===== config.mk =====
export PLATFORM = sky130hd
export DESIGN_NAME = softstart_seq
export DESIGN_NICKNAME = d
export VERILOG_FILES = /design/src/rtl/ss_seq_pkg.sv /design/src/rtl/ss_tick_timer.sv /design/src/rtl/softstart_seq.sv
export SDC_FILE = /design/constraint.sdc
export NUM_CORES = 1
export LEC_CHECK = 0
export CAP_MARGIN = 20
export CORE_ASPECT_RATIO = 1.25
export CORE_MARGIN = 10
export CORE_UTILIZATION = 41
export DETAILED_ROUTE_END_ITERATION = 10
export GPL_ROUTABILITY_DRIVEN = 0
export PLACE_DENSITY = 0.57
export SYNTH_ARGS = -nofsm -noshare
export SYNTH_HDL_FRONTEND = slang
export SYNTH_SLANG_ARGS = --single-unit

===== constraint.sdc =====
create_clock -name clk -period 3.1 [get_ports clk]
set_input_delay 0.62 -clock clk [delete_from_list [all_inputs] [get_ports clk]]
set_output_delay 0.62 -clock clk [all_outputs]
set_load 0.005 [all_outputs]

===== src/rtl/ss_seq_pkg.sv =====
package ss_seq_pkg;

    typedef enum logic [1:0] {
        ST_IDLE   = 2'd0,
        ST_RAMP   = 2'd1,
        ST_CLOSED = 2'd2,
        ST_SAFE   = 2'd3
    } ss_state_e;

    localparam int DUTY_W = 3;
    localparam int REF_W  = 5;

    localparam logic [DUTY_W-1:0] DUTY_FIRST = 3'd1;
    localparam logic [DUTY_W-1:0] DUTY_LAST  = 3'd4;

    localparam logic [REF_W-1:0] REF_FIRST  = 5'd9;
    localparam logic [REF_W-1:0] REF_SECOND = 5'd13;
    localparam logic [REF_W-1:0] REF_INC    = 5'd2;
    localparam logic [REF_W-1:0] REF_TOP    = 5'd25;

    typedef struct packed {
        ss_state_e         state;
        logic [DUTY_W-1:0] duty;
        logic [REF_W-1:0]  refc;
        logic              aux_en;
        logic              pg_seen;
        logic              pg_n;
    } ss_ctrl_t;

    localparam ss_ctrl_t CTRL_IDLE = '{
        state:   ST_IDLE,
        duty:    '0,
        refc:    '0,
        aux_en:  1'b0,
        pg_seen: 1'b0,
        pg_n:    1'b1
    };

    function automatic logic [REF_W-1:0] ref_after(input logic [REF_W-1:0] cur);
        if (cur == REF_FIRST)
            return REF_SECOND;
        else if (cur >= REF_TOP)
            return REF_TOP;
        else
            return cur + REF_INC;
    endfunction

endpackage


===== src/rtl/ss_tick_timer.sv =====
module ss_tick_timer #(
    parameter int LIMIT = 128
) (
    input  logic clk,
    input  logic rst_n,
    input  logic tick_i,
    input  logic run_i,
    output logic expire_o
);
    localparam int CW = $clog2(LIMIT + 1);

    logic [CW-1:0] cnt_d, cnt_q;

    always_comb begin
        expire_o = run_i && tick_i && (cnt_q == CW'(LIMIT - 1));
        cnt_d    = cnt_q;
        if (!run_i)
            cnt_d = '0;
        else if (expire_o)
            cnt_d = '0;
        else if (tick_i)
            cnt_d = cnt_q + 1'b1;
    end

    always_ff @(posedge clk or negedge rst_n) begin
        if (!rst_n)
            cnt_q <= '0;
        else
            cnt_q <= cnt_d;
    end

    // Supports R2, R4, R6 and R8: a window counter never passes its limit
    a_r8_count_bound: assert property (@(posedge clk) disable iff (!rst_n)
        cnt_q < CW'(LIMIT));

    // Supports R6: a stopped timer restarts from zero
    a_r6_idle_clear: assert property (@(posedge clk) disable iff (!rst_n)
        !run_i |=> cnt_q == '0);

endmodule


===== src/rtl/softstart_seq.sv =====
module softstart_seq
    import ss_seq_pkg::*;
#(
    parameter int DUTY_TICKS     = 128,
    parameter int STEP_TICKS     = 128,
    parameter int DEGLITCH_TICKS = 3000,
    parameter int TIMEOUT_TICKS  = 8000
) (
    input  logic             clk,
    input  logic             rst_n,
    input  logic             tick_i,
    input  logic             en_i,
    input  logic             vin_ok_i,
    input  logic             vdd_sec_ok_i,
    input  logic             vdd_uv_ok_i,
    input  logic             aux_uv_ok_i,
    input  logic             ovp_i,
    output logic [DUTY_W-1:0] duty_code_o,
    output logic             fb_mode_o,
    output logic [REF_W-1:0] ref_code_o,
    output logic             aux_reg_en_o,
    output logic             pg_n_o,
    output logic             safe_o
);

    ss_ctrl_t ctrl_d, ctrl_q;

    logic in_ramp, in_closed, health_ok, start_ok;
    logic duty_exp, step_exp, dg_exp, to_exp;

    assign in_ramp   = (ctrl_q.state == ST_RAMP);
    assign in_closed = (ctrl_q.state == ST_CLOSED);
    assign health_ok = vdd_uv_ok_i && aux_uv_ok_i && !ovp_i;
    assign start_ok  = en_i && vin_ok_i;

    ss_tick_timer #(.LIMIT(DUTY_TICKS)) u_duty_tmr (
        .clk(clk), .rst_n(rst_n), .tick_i(tick_i),
        .run_i(in_ramp), .expire_o(duty_exp)
    );

    ss_tick_timer #(.LIMIT(TIMEOUT_TICKS)) u_tout_tmr (
        .clk(clk), .rst_n(rst_n), .tick_i(tick_i),
        .run_i(in_ramp), .expire_o(to_exp)
    );

    ss_tick_timer #(.LIMIT(STEP_TICKS)) u_step_tmr (
        .clk(clk), .rst_n(rst_n), .tick_i(tick_i),
        .run_i(in_closed), .expire_o(step_exp)
    );

    ss_tick_timer #(.LIMIT(DEGLITCH_TICKS)) u_dg_tmr (
        .clk(clk), .rst_n(rst_n), .tick_i(tick_i),
        .run_i(in_closed && !ctrl_q.pg_seen && health_ok), .expire_o(dg_exp)
    );

    always_comb begin
        ctrl_d = ctrl_q;
        case (ctrl_q.state)
            ST_IDLE: begin
                if (start_ok) begin
                    ctrl_d       = CTRL_IDLE;
                    ctrl_d.state = ST_RAMP;
                    ctrl_d.duty  = DUTY_FIRST;
                end
            end
            ST_RAMP: begin
                if (!start_ok) begin
                    ctrl_d = CTRL_IDLE;
                end else if (vdd_sec_ok_i) begin
                    ctrl_d       = CTRL_IDLE;
                    ctrl_d.state = ST_CLOSED;
                    ctrl_d.refc  = REF_FIRST;
                end else if (to_exp) begin
                    ctrl_d       = CTRL_IDLE;
                    ctrl_d.state = ST_SAFE;
                end else if (duty_exp && (ctrl_q.duty < DUTY_LAST)) begin
                    ctrl_d.duty = ctrl_q.duty + 1'b1;
                end
            end
            ST_CLOSED: begin
                if (!start_ok) begin
                    ctrl_d = CTRL_IDLE;
                end else begin
                    if (step_exp)
                        ctrl_d.refc = ref_after(ctrl_q.refc);
                    if (vdd_uv_ok_i)
                        ctrl_d.aux_en = 1'b1;
                    if (ctrl_q.pg_seen) begin
                        ctrl_d.pg_n = !health_ok;
                    end else if (dg_exp) begin
                        ctrl_d.pg_seen = 1'b1;
                        ctrl_d.pg_n    = 1'b0;
                    end
                end
            end
            ST_SAFE: begin
                if (!en_i)
                    ctrl_d = CTRL_IDLE;
            end
            default: ctrl_d = CTRL_IDLE;
        endcase
    end

    always_ff @(posedge clk or negedge rst_n) begin
        if (!rst_n)
            ctrl_q <= CTRL_IDLE;
        else
            ctrl_q <= ctrl_d;
    end

    assign duty_code_o  = ctrl_q.duty;
    assign fb_mode_o    = in_closed;
    assign ref_code_o   = ctrl_q.refc;
    assign aux_reg_en_o = ctrl_q.aux_en;
    assign pg_n_o       = ctrl_q.pg_n;
    assign safe_o       = (ctrl_q.state == ST_SAFE);

    a_r1_idle_hold: assert property (@(posedge clk) disable iff (!rst_n)
        (ctrl_q.state == ST_IDLE && !(en_i && vin_ok_i)) |=> ctrl_q.state == ST_IDLE);

    a_r2_duty_range: assert property (@(posedge clk) disable iff (!rst_n)
        in_ramp |-> (duty_code_o >= DUTY_FIRST && duty_code_o <= DUTY_LAST));

    a_r2_duty_monotone: assert property (@(posedge clk) disable iff (!rst_n)
        in_ramp |=> (!in_ramp || duty_code_o >= $past(duty_code_o)));

    a_r3_closed_no_duty: assert property (@(posedge clk) disable iff (!rst_n)
        fb_mode_o |-> duty_code_o == '0);

    a_r4_ref_staircase: assert property (@(posedge clk) disable iff (!rst_n)
        in_closed |=> (!in_closed || ref_code_o == $past(ref_code_o)
                       || ref_code_o == ref_after($past(ref_code_o))));

    a_r5_aux_in_closed: assert property (@(posedge clk) disable iff (!rst_n)
        aux_reg_en_o |-> in_closed);

    a_r6_pg_in_closed: assert property (@(posedge clk) disable iff (!rst_n)
        !pg_n_o |-> in_closed);

    a_r9_safe_latched: assert property (@(posedge clk) disable iff (!rst_n)
        (safe_o && en_i) |=> safe_o);

    a_r10_abort: assert property (@(posedge clk) disable iff (!rst_n)
        ((in_ramp || in_closed) && !en_i) |=> ctrl_q.state == ST_IDLE);

endmodule


Word-level counts from Yosys, hierarchy flattened

Index checks and enable logic that the tools add are counted.

Add/subtract/negate cells: 6
Order comparisons: 2
Equal/unequal tests: 20
Mux-type cells: 30
Reductions and logical operators: 23

Operators by type and width:

| operator              | number |
|---|---|
| $mux 13               | 7 |
| $mux 8                | 8 |
| $pmux 13 s4           | 1 |
| $mux 12               | 3 |
| $mux 5                | 4 |
| $reduce_and 4->1      | 5 |
| $add 8x1->8 const B   | 2 |
| $eq 8x7->1 const B    | 2 |
| $add 13x1->13 const B | 1 |
| $eq 13x13->1 const B  | 1 |
| $logic_and 1x1->1     | 13 |
| $add 12x1->12 const B | 1 |
| $eq 12x12->1 const B  | 1 |
| $ne 3x3->1 const B    | 4 |
| $mux 3                | 2 |
| $ne 2x2->1 const B    | 3 |
| $ne 3x2->1 const B    | 2 |
| $add 5x2->5 const B   | 1 |
| $eq 5x4->1 const B    | 1 |
| $ge 5x5->1 const B    | 1 |
| $ne 5x5->1 const B    | 1 |
| $eq 2x2->1 const B    | 2 |
| $mux 2                | 2 |
| $ne 4x3->1 const B    | 1 |
| 8 further kinds       | 12 |

Register bits: 54
Bits of input ports: 9
Output and inout bits: 12
Word-level logic and storage cells: 91

Logic depth before layout (Yosys ltp)

Depth in word-level cells: 9
Mapped depth: 8
Gate-level depth less buffers: 7

By module

Synthesis repeated with hierarchy kept, for this count alone.

Cell total of the unflattened synthesis: 364
Area total of the unflattened synthesis: 3,330.7 µm²

By module, submodules not included:

| module                         | instances | cells each | area an instance (µm²) |
|---|---|---|---|
| softstart_seq                  | 1         | 106        | 962.2 |
| ss_tick_timer (u_duty_tmr ...) | 2         | 45         | 426.7 |
| ss_tick_timer (u_tout_tmr)     | 1         | 90         | 788.3 |
| ss_tick_timer (u_dg_tmr)       | 1         | 78         | 726.9 |

Worst setup path before layout

No wires, ideal clock.

Path kind: reg-to-reg
Start point: register u_tout_tmr.cnt_q[0]
End point: register ctrl_q (netlist bit duty_code_o[1])
Arrival time: 1,880 ps
Required time: 2,969 ps
Path slack: 1,089 ps
Cell stages (with the launch flop): 8
Buffers on the path: 1
Clock period less this slack: 2,011 ps
Path through: dfrtp_1 -> ha_1 -> nand3_1 -> or4_4 -> o21ai_4 -> and3b_1 -> buf_4 -> o22ai_1

Longest elaborated chain between the ends: 6

Ends and longest elaborated chain:

| item                   | line                 | text |
|---|---|---|
| start, declared        | ss_tick_timer.sv:12  | `logic [CW-1:0] cnt_d, cnt_q;` |
| start signal, assigned | ss_tick_timer.sv:29  | `cnt_q <= cnt_d;` |
| $eq 13x13->1 *         | ss_tick_timer.sv:15  | `expire_o = run_i && tick_i && (cnt_q == CW'(LIMIT - 1));` |
| $logic_and 1x1->1 *    | ss_tick_timer.sv:15  |  |
| $mux 3                 | softstart_seq.sv:73  | `end else if (to_exp) begin` |
| $mux 13                | softstart_seq.sv:69  | `end else if (vdd_sec_ok_i) begin` |
| $mux 13                | softstart_seq.sv:67  | `if (!start_ok) begin` |
| $pmux 13 s4            | softstart_seq.sv:58  | `case (ctrl_q.state)` |
| end signal, assigned   | softstart_seq.sv:108 | `ctrl_q <= ctrl_d;` |
| end, declared          | softstart_seq.sv:26  | `ss_ctrl_t ctrl_d, ctrl_q;` |

Every way passes the cells marked *; elsewhere a longest branch is shown, timed or not.
A chain may end at the register's enable or synchronous reset.

Worst setup path after layout

Start point: register ctrl_q[11] (netlist name)
End point: output fb_mode_o

Longest elaborated chain between the ends: 1

Ends and longest elaborated chain:

| item          | line                | text |
|---|---|---|
| $eq 2x2->1    | softstart_seq.sv:32 | `assign in_closed = (ctrl_q.state == ST_CLOSED);` |
| end, declared | softstart_seq.sv:19 | `output logic fb_mode_o,` |

No other way between the ends.

==> flow_summary.ini <==
[run]
cap_violations = 0

[timing]
fmax_ghz = 0.405
worst_pin_slew_ns = 1.02
finalMaxSlewViolations = 0
slew_headroom_pct = 31.4
rsz0062_at_grt = no
timing.hold.ws_ns = 0.226
setup_ws_ns = 0.633
tns_ns = 0
period_share_pct = 79.6
finalHoldViolations = 0
fin_crit_ns = 2.47
skew_ns = 0.00651
report.final.setup_viol = 0

[global_routing]
grt_pass1_vias = 2506
grt_max_degree = 23
grt_pass1_wl_um = 12100
grt_overflow = 0
antenna_found_initial = 0
track_usage_pct = 12.5

[finish]
final_nets = 377
drive_gt1_share_pct = 5.25
n_antenna_cell = 0
nFillCells = 747
areaGrowthSynthToFinish_pct = 10.2

[setup_path]
slowest_delay_ns = 0.52
rrSetupSlack_ns = 0.77
end_kind = primary output
path_cells = nand2b_1, inv_1, clkdlybuf4s50_1
slowest_stage = clkdlybuf4s50_1
cp-start-kind = flip-flop
cp.required_ns = 2.48
critPathMaxFanout = 11
worstPathArrival_ns = 1.85
crit_family = buffers and inverters
cp_num_buf_inv = 2
critical_path_class = flip-flop to primary output

[clocking]
cts_tree = done
post_cts_buffers = 0
clkLatencyLatePin_ns = 0.31
postCtsResizedCells = 0
max-clock-path-buffers = 2
cts_buffers = 5
clk_pin_slew_worst_paths_ns = 0.10
holdBufCountCts = 0
cts_max_level = 2
root_buffer = clkbuf_8
clock-sinks = 54

[power_and_ir_drop]
vdd_drop_max_mv = 0.188
power.leakage_uw = 0.00138
power_density_nw_per_um2 = 371

[synthesis]
ys_seq_area_share_pct = 44.0
synthCells = 349
synth_area_leaders = dfrtp_1 (43%), nand2_1 (4.9%), o21ai_0 (4.9%)
yosysWarningCount = 0
postSynth.asyncResetShare_pct = 100
synth_top_cell_area_share_pct = 43.2
synth_nets = 365
ys_ff_latch = 54
synth_top_area_cell = dfrtp_1
synth_cell_types = 52
avgSynthCellArea_um2 = 8.81
synth_edf_count = 0
synthesis.area_um2 = 3070
ys.flop_type = dfrtp_1

[detailed_routing]
drc = 0
wl_per_cell_um = 15.3
dr.pass1.iters = 5
vias = 2510
drt_wl_total_um = 6950
drt_iter0_drc = 205
routed_via_density = 5.53
antenna_left = 0

[min_path]
min_path_type = primary input to asynchronous set/reset pin

[floorplanning]
die_area_um2 = 11400
coreArea_um2 = 7360
dieWidth_um = 97.4
ios = 21
start_util_pct = 41.8
rows = 35
die_h_um = 117

[place]
preCtsSetupSlack_ns = 0.505
dp_hpwl_um = 5040
portBuffers = 20

[run_status]
status = finished, final reports clean
cell usage after synthesis (2+ instances only):
master and count:
a211oi_1 4, o22ai_1 4, nor2_1 31, or3_1 10, xor2_1 6, nor4b_1 2, nand2_1 40, ha_1 7
a31oi_1 4, xnor2_1 4, dfrtp_1 53, nand4_1 4, nor3b_1 3, o21ai_1 9, and3_1 11, nand4b_1 3
o211ai_1 3, clkbuf_1 5, nand2b_1 7, mux2i_1 5, o21ai_0 30, nor3_1 14, o31ai_1 2, buf_2 4
nand3b_1 2, nor4_1 2, a21o_1 2, and2_1 2, buf_4 10, inv_1 12, a21oi_1 15, a22o_1 4
nand3_1 15, or3b_2 2
through the flow:
step	instance area, um^2	std cells	power, uW	utilization (%)
global route	3390	454	1320	46.0
finish	3390	454	1260	46.0
global placement	3300	446	854	44.8
floorplan	3070	349	801	-
CTS	3390	454	1270	46.0
detailed placement	3300	446	855	44.8
placed cells by master (no fill, tap or decap), types with 2 or more instances in the layout:
cell type        Yosys  final
dfrtp_1             53     53
nand2_1             40     40
nor2_1              31     31
o21ai_0             30     30
clkdlybuf4s50_1      0     19
nand3_1             15     15
a21oi_1             15     15
nor3_1              14     14
inv_1               12     12
and3_1              11     11
or3_1               10     10
o21ai_1              9      9
nand2b_1             7      7
ha_1                 7      7
xor2_1               6      6
clkbuf_8             0      6
mux2i_1              5      5
buf_4               10      5
nand4_1              4      4
o22ai_1              4      4
a22o_1               4      4
a211oi_1             4      4
a31oi_1              4      4
xnor2_1              4      4
nand4b_1             3      3
o211ai_1             3      3
nor3b_1              3      3
and2_1               2      2
nand3b_1             2      2
o31ai_1              2      2
nor4b_1              2      2
nor4_1               2      2
a21o_1               2      2
or3b_2               2      2
where the power goes:
group / switching, uW / total (uW) / leakage, uW / internal (uW)
clock network: 236 / 417 / 0.0000482 / 181
registers: 15.3 / 730 / 0.000745 / 714
logic: 64.5 / 109 / 0.000589 / 44.9
total: 316 / 1260 / 0.00138 / 940
sequential cells by signal (all words and copies together) (netlist names):
name              count
ctrl_q                3
pg_n_o                1
duty_code_o           3
u_step_tmr.cnt_q      8
ref_code_o            5
u_duty_tmr.cnt_q      8
u_tout_tmr.cnt_q     13
u_dg_tmr.cnt_q       12
aux_reg_en_o          1
final cells by class:
| type | instances | area, um^2 | area share [%] |
|---|---|---|---|
| clock buffer | 7 | 86.3 | 2.55 |
| clock inverter | 1 | 5.00 | 0.148 |
| inverter | 12 | 45.0 | 1.33 |
| multi-input combinational | 263 | 1550 | 45.8 |
| sequential | 54 | 1350 | 39.9 |
| tap | 92 | 115 | 3.40 |
| timing repair buffer | 25 | 233 | 6.87 |
path summary, 6_finish.rpt:
| path | startpoint | cells past startpoint | endpoint |
|---|---|---|---|
| min in group clk | u_tout_tmr.cnt_q[3] | 1 | u_tout_tmr.cnt_q[3] |
| worst min-delay path | rst_n | 1 | u_step_tmr.cnt_q[5] |
| worst max-delay path | ctrl_q[11] | 3 | fb_mode_o |
| worst min register to register | u_tout_tmr.cnt_q[3] | 1 | u_tout_tmr.cnt_q[3] |
| max in group asynchronous | rst_n | 2 | ctrl_q[11] |
| worst max register to register | u_tout_tmr.cnt_q[0] | 6 | duty_code_o[1] |
worst reg2reg max path: stages (launching register included):
cell and delay, ns:
dfrtp_1 0.42, ha_1 0.21, nand3_1 0.21, or4_4 0.61, o21ai_4 0.27, and3b_1 0.37, o22ai_1 0.13
layer usage:
layer  GRT usage [%]  up-vias  share of wire, %
li1                -     1267                 -
met1            16.0     1203                48
met2            21.0       36                47
met3            2.58        4               3.5
met4            3.50        0              0.89
met5               0        -                 0
cell families (layout without fill, tap and decap cells):
family	Yosys count	in the layout	share of synthesized area (%)
AND/OR/NAND/NOR	156	156	26.3
XOR/XNOR	10	10	2.85
flip-flops	54	54	44.0
buffers and inverters	32	45	5.54
AO/OA/AOI/OAI	85	85	16.8
multiplexers	5	5	1.63
adder cells (fa/ha/maj)	7	7	2.85
Power figures use the tool's default switching activity.
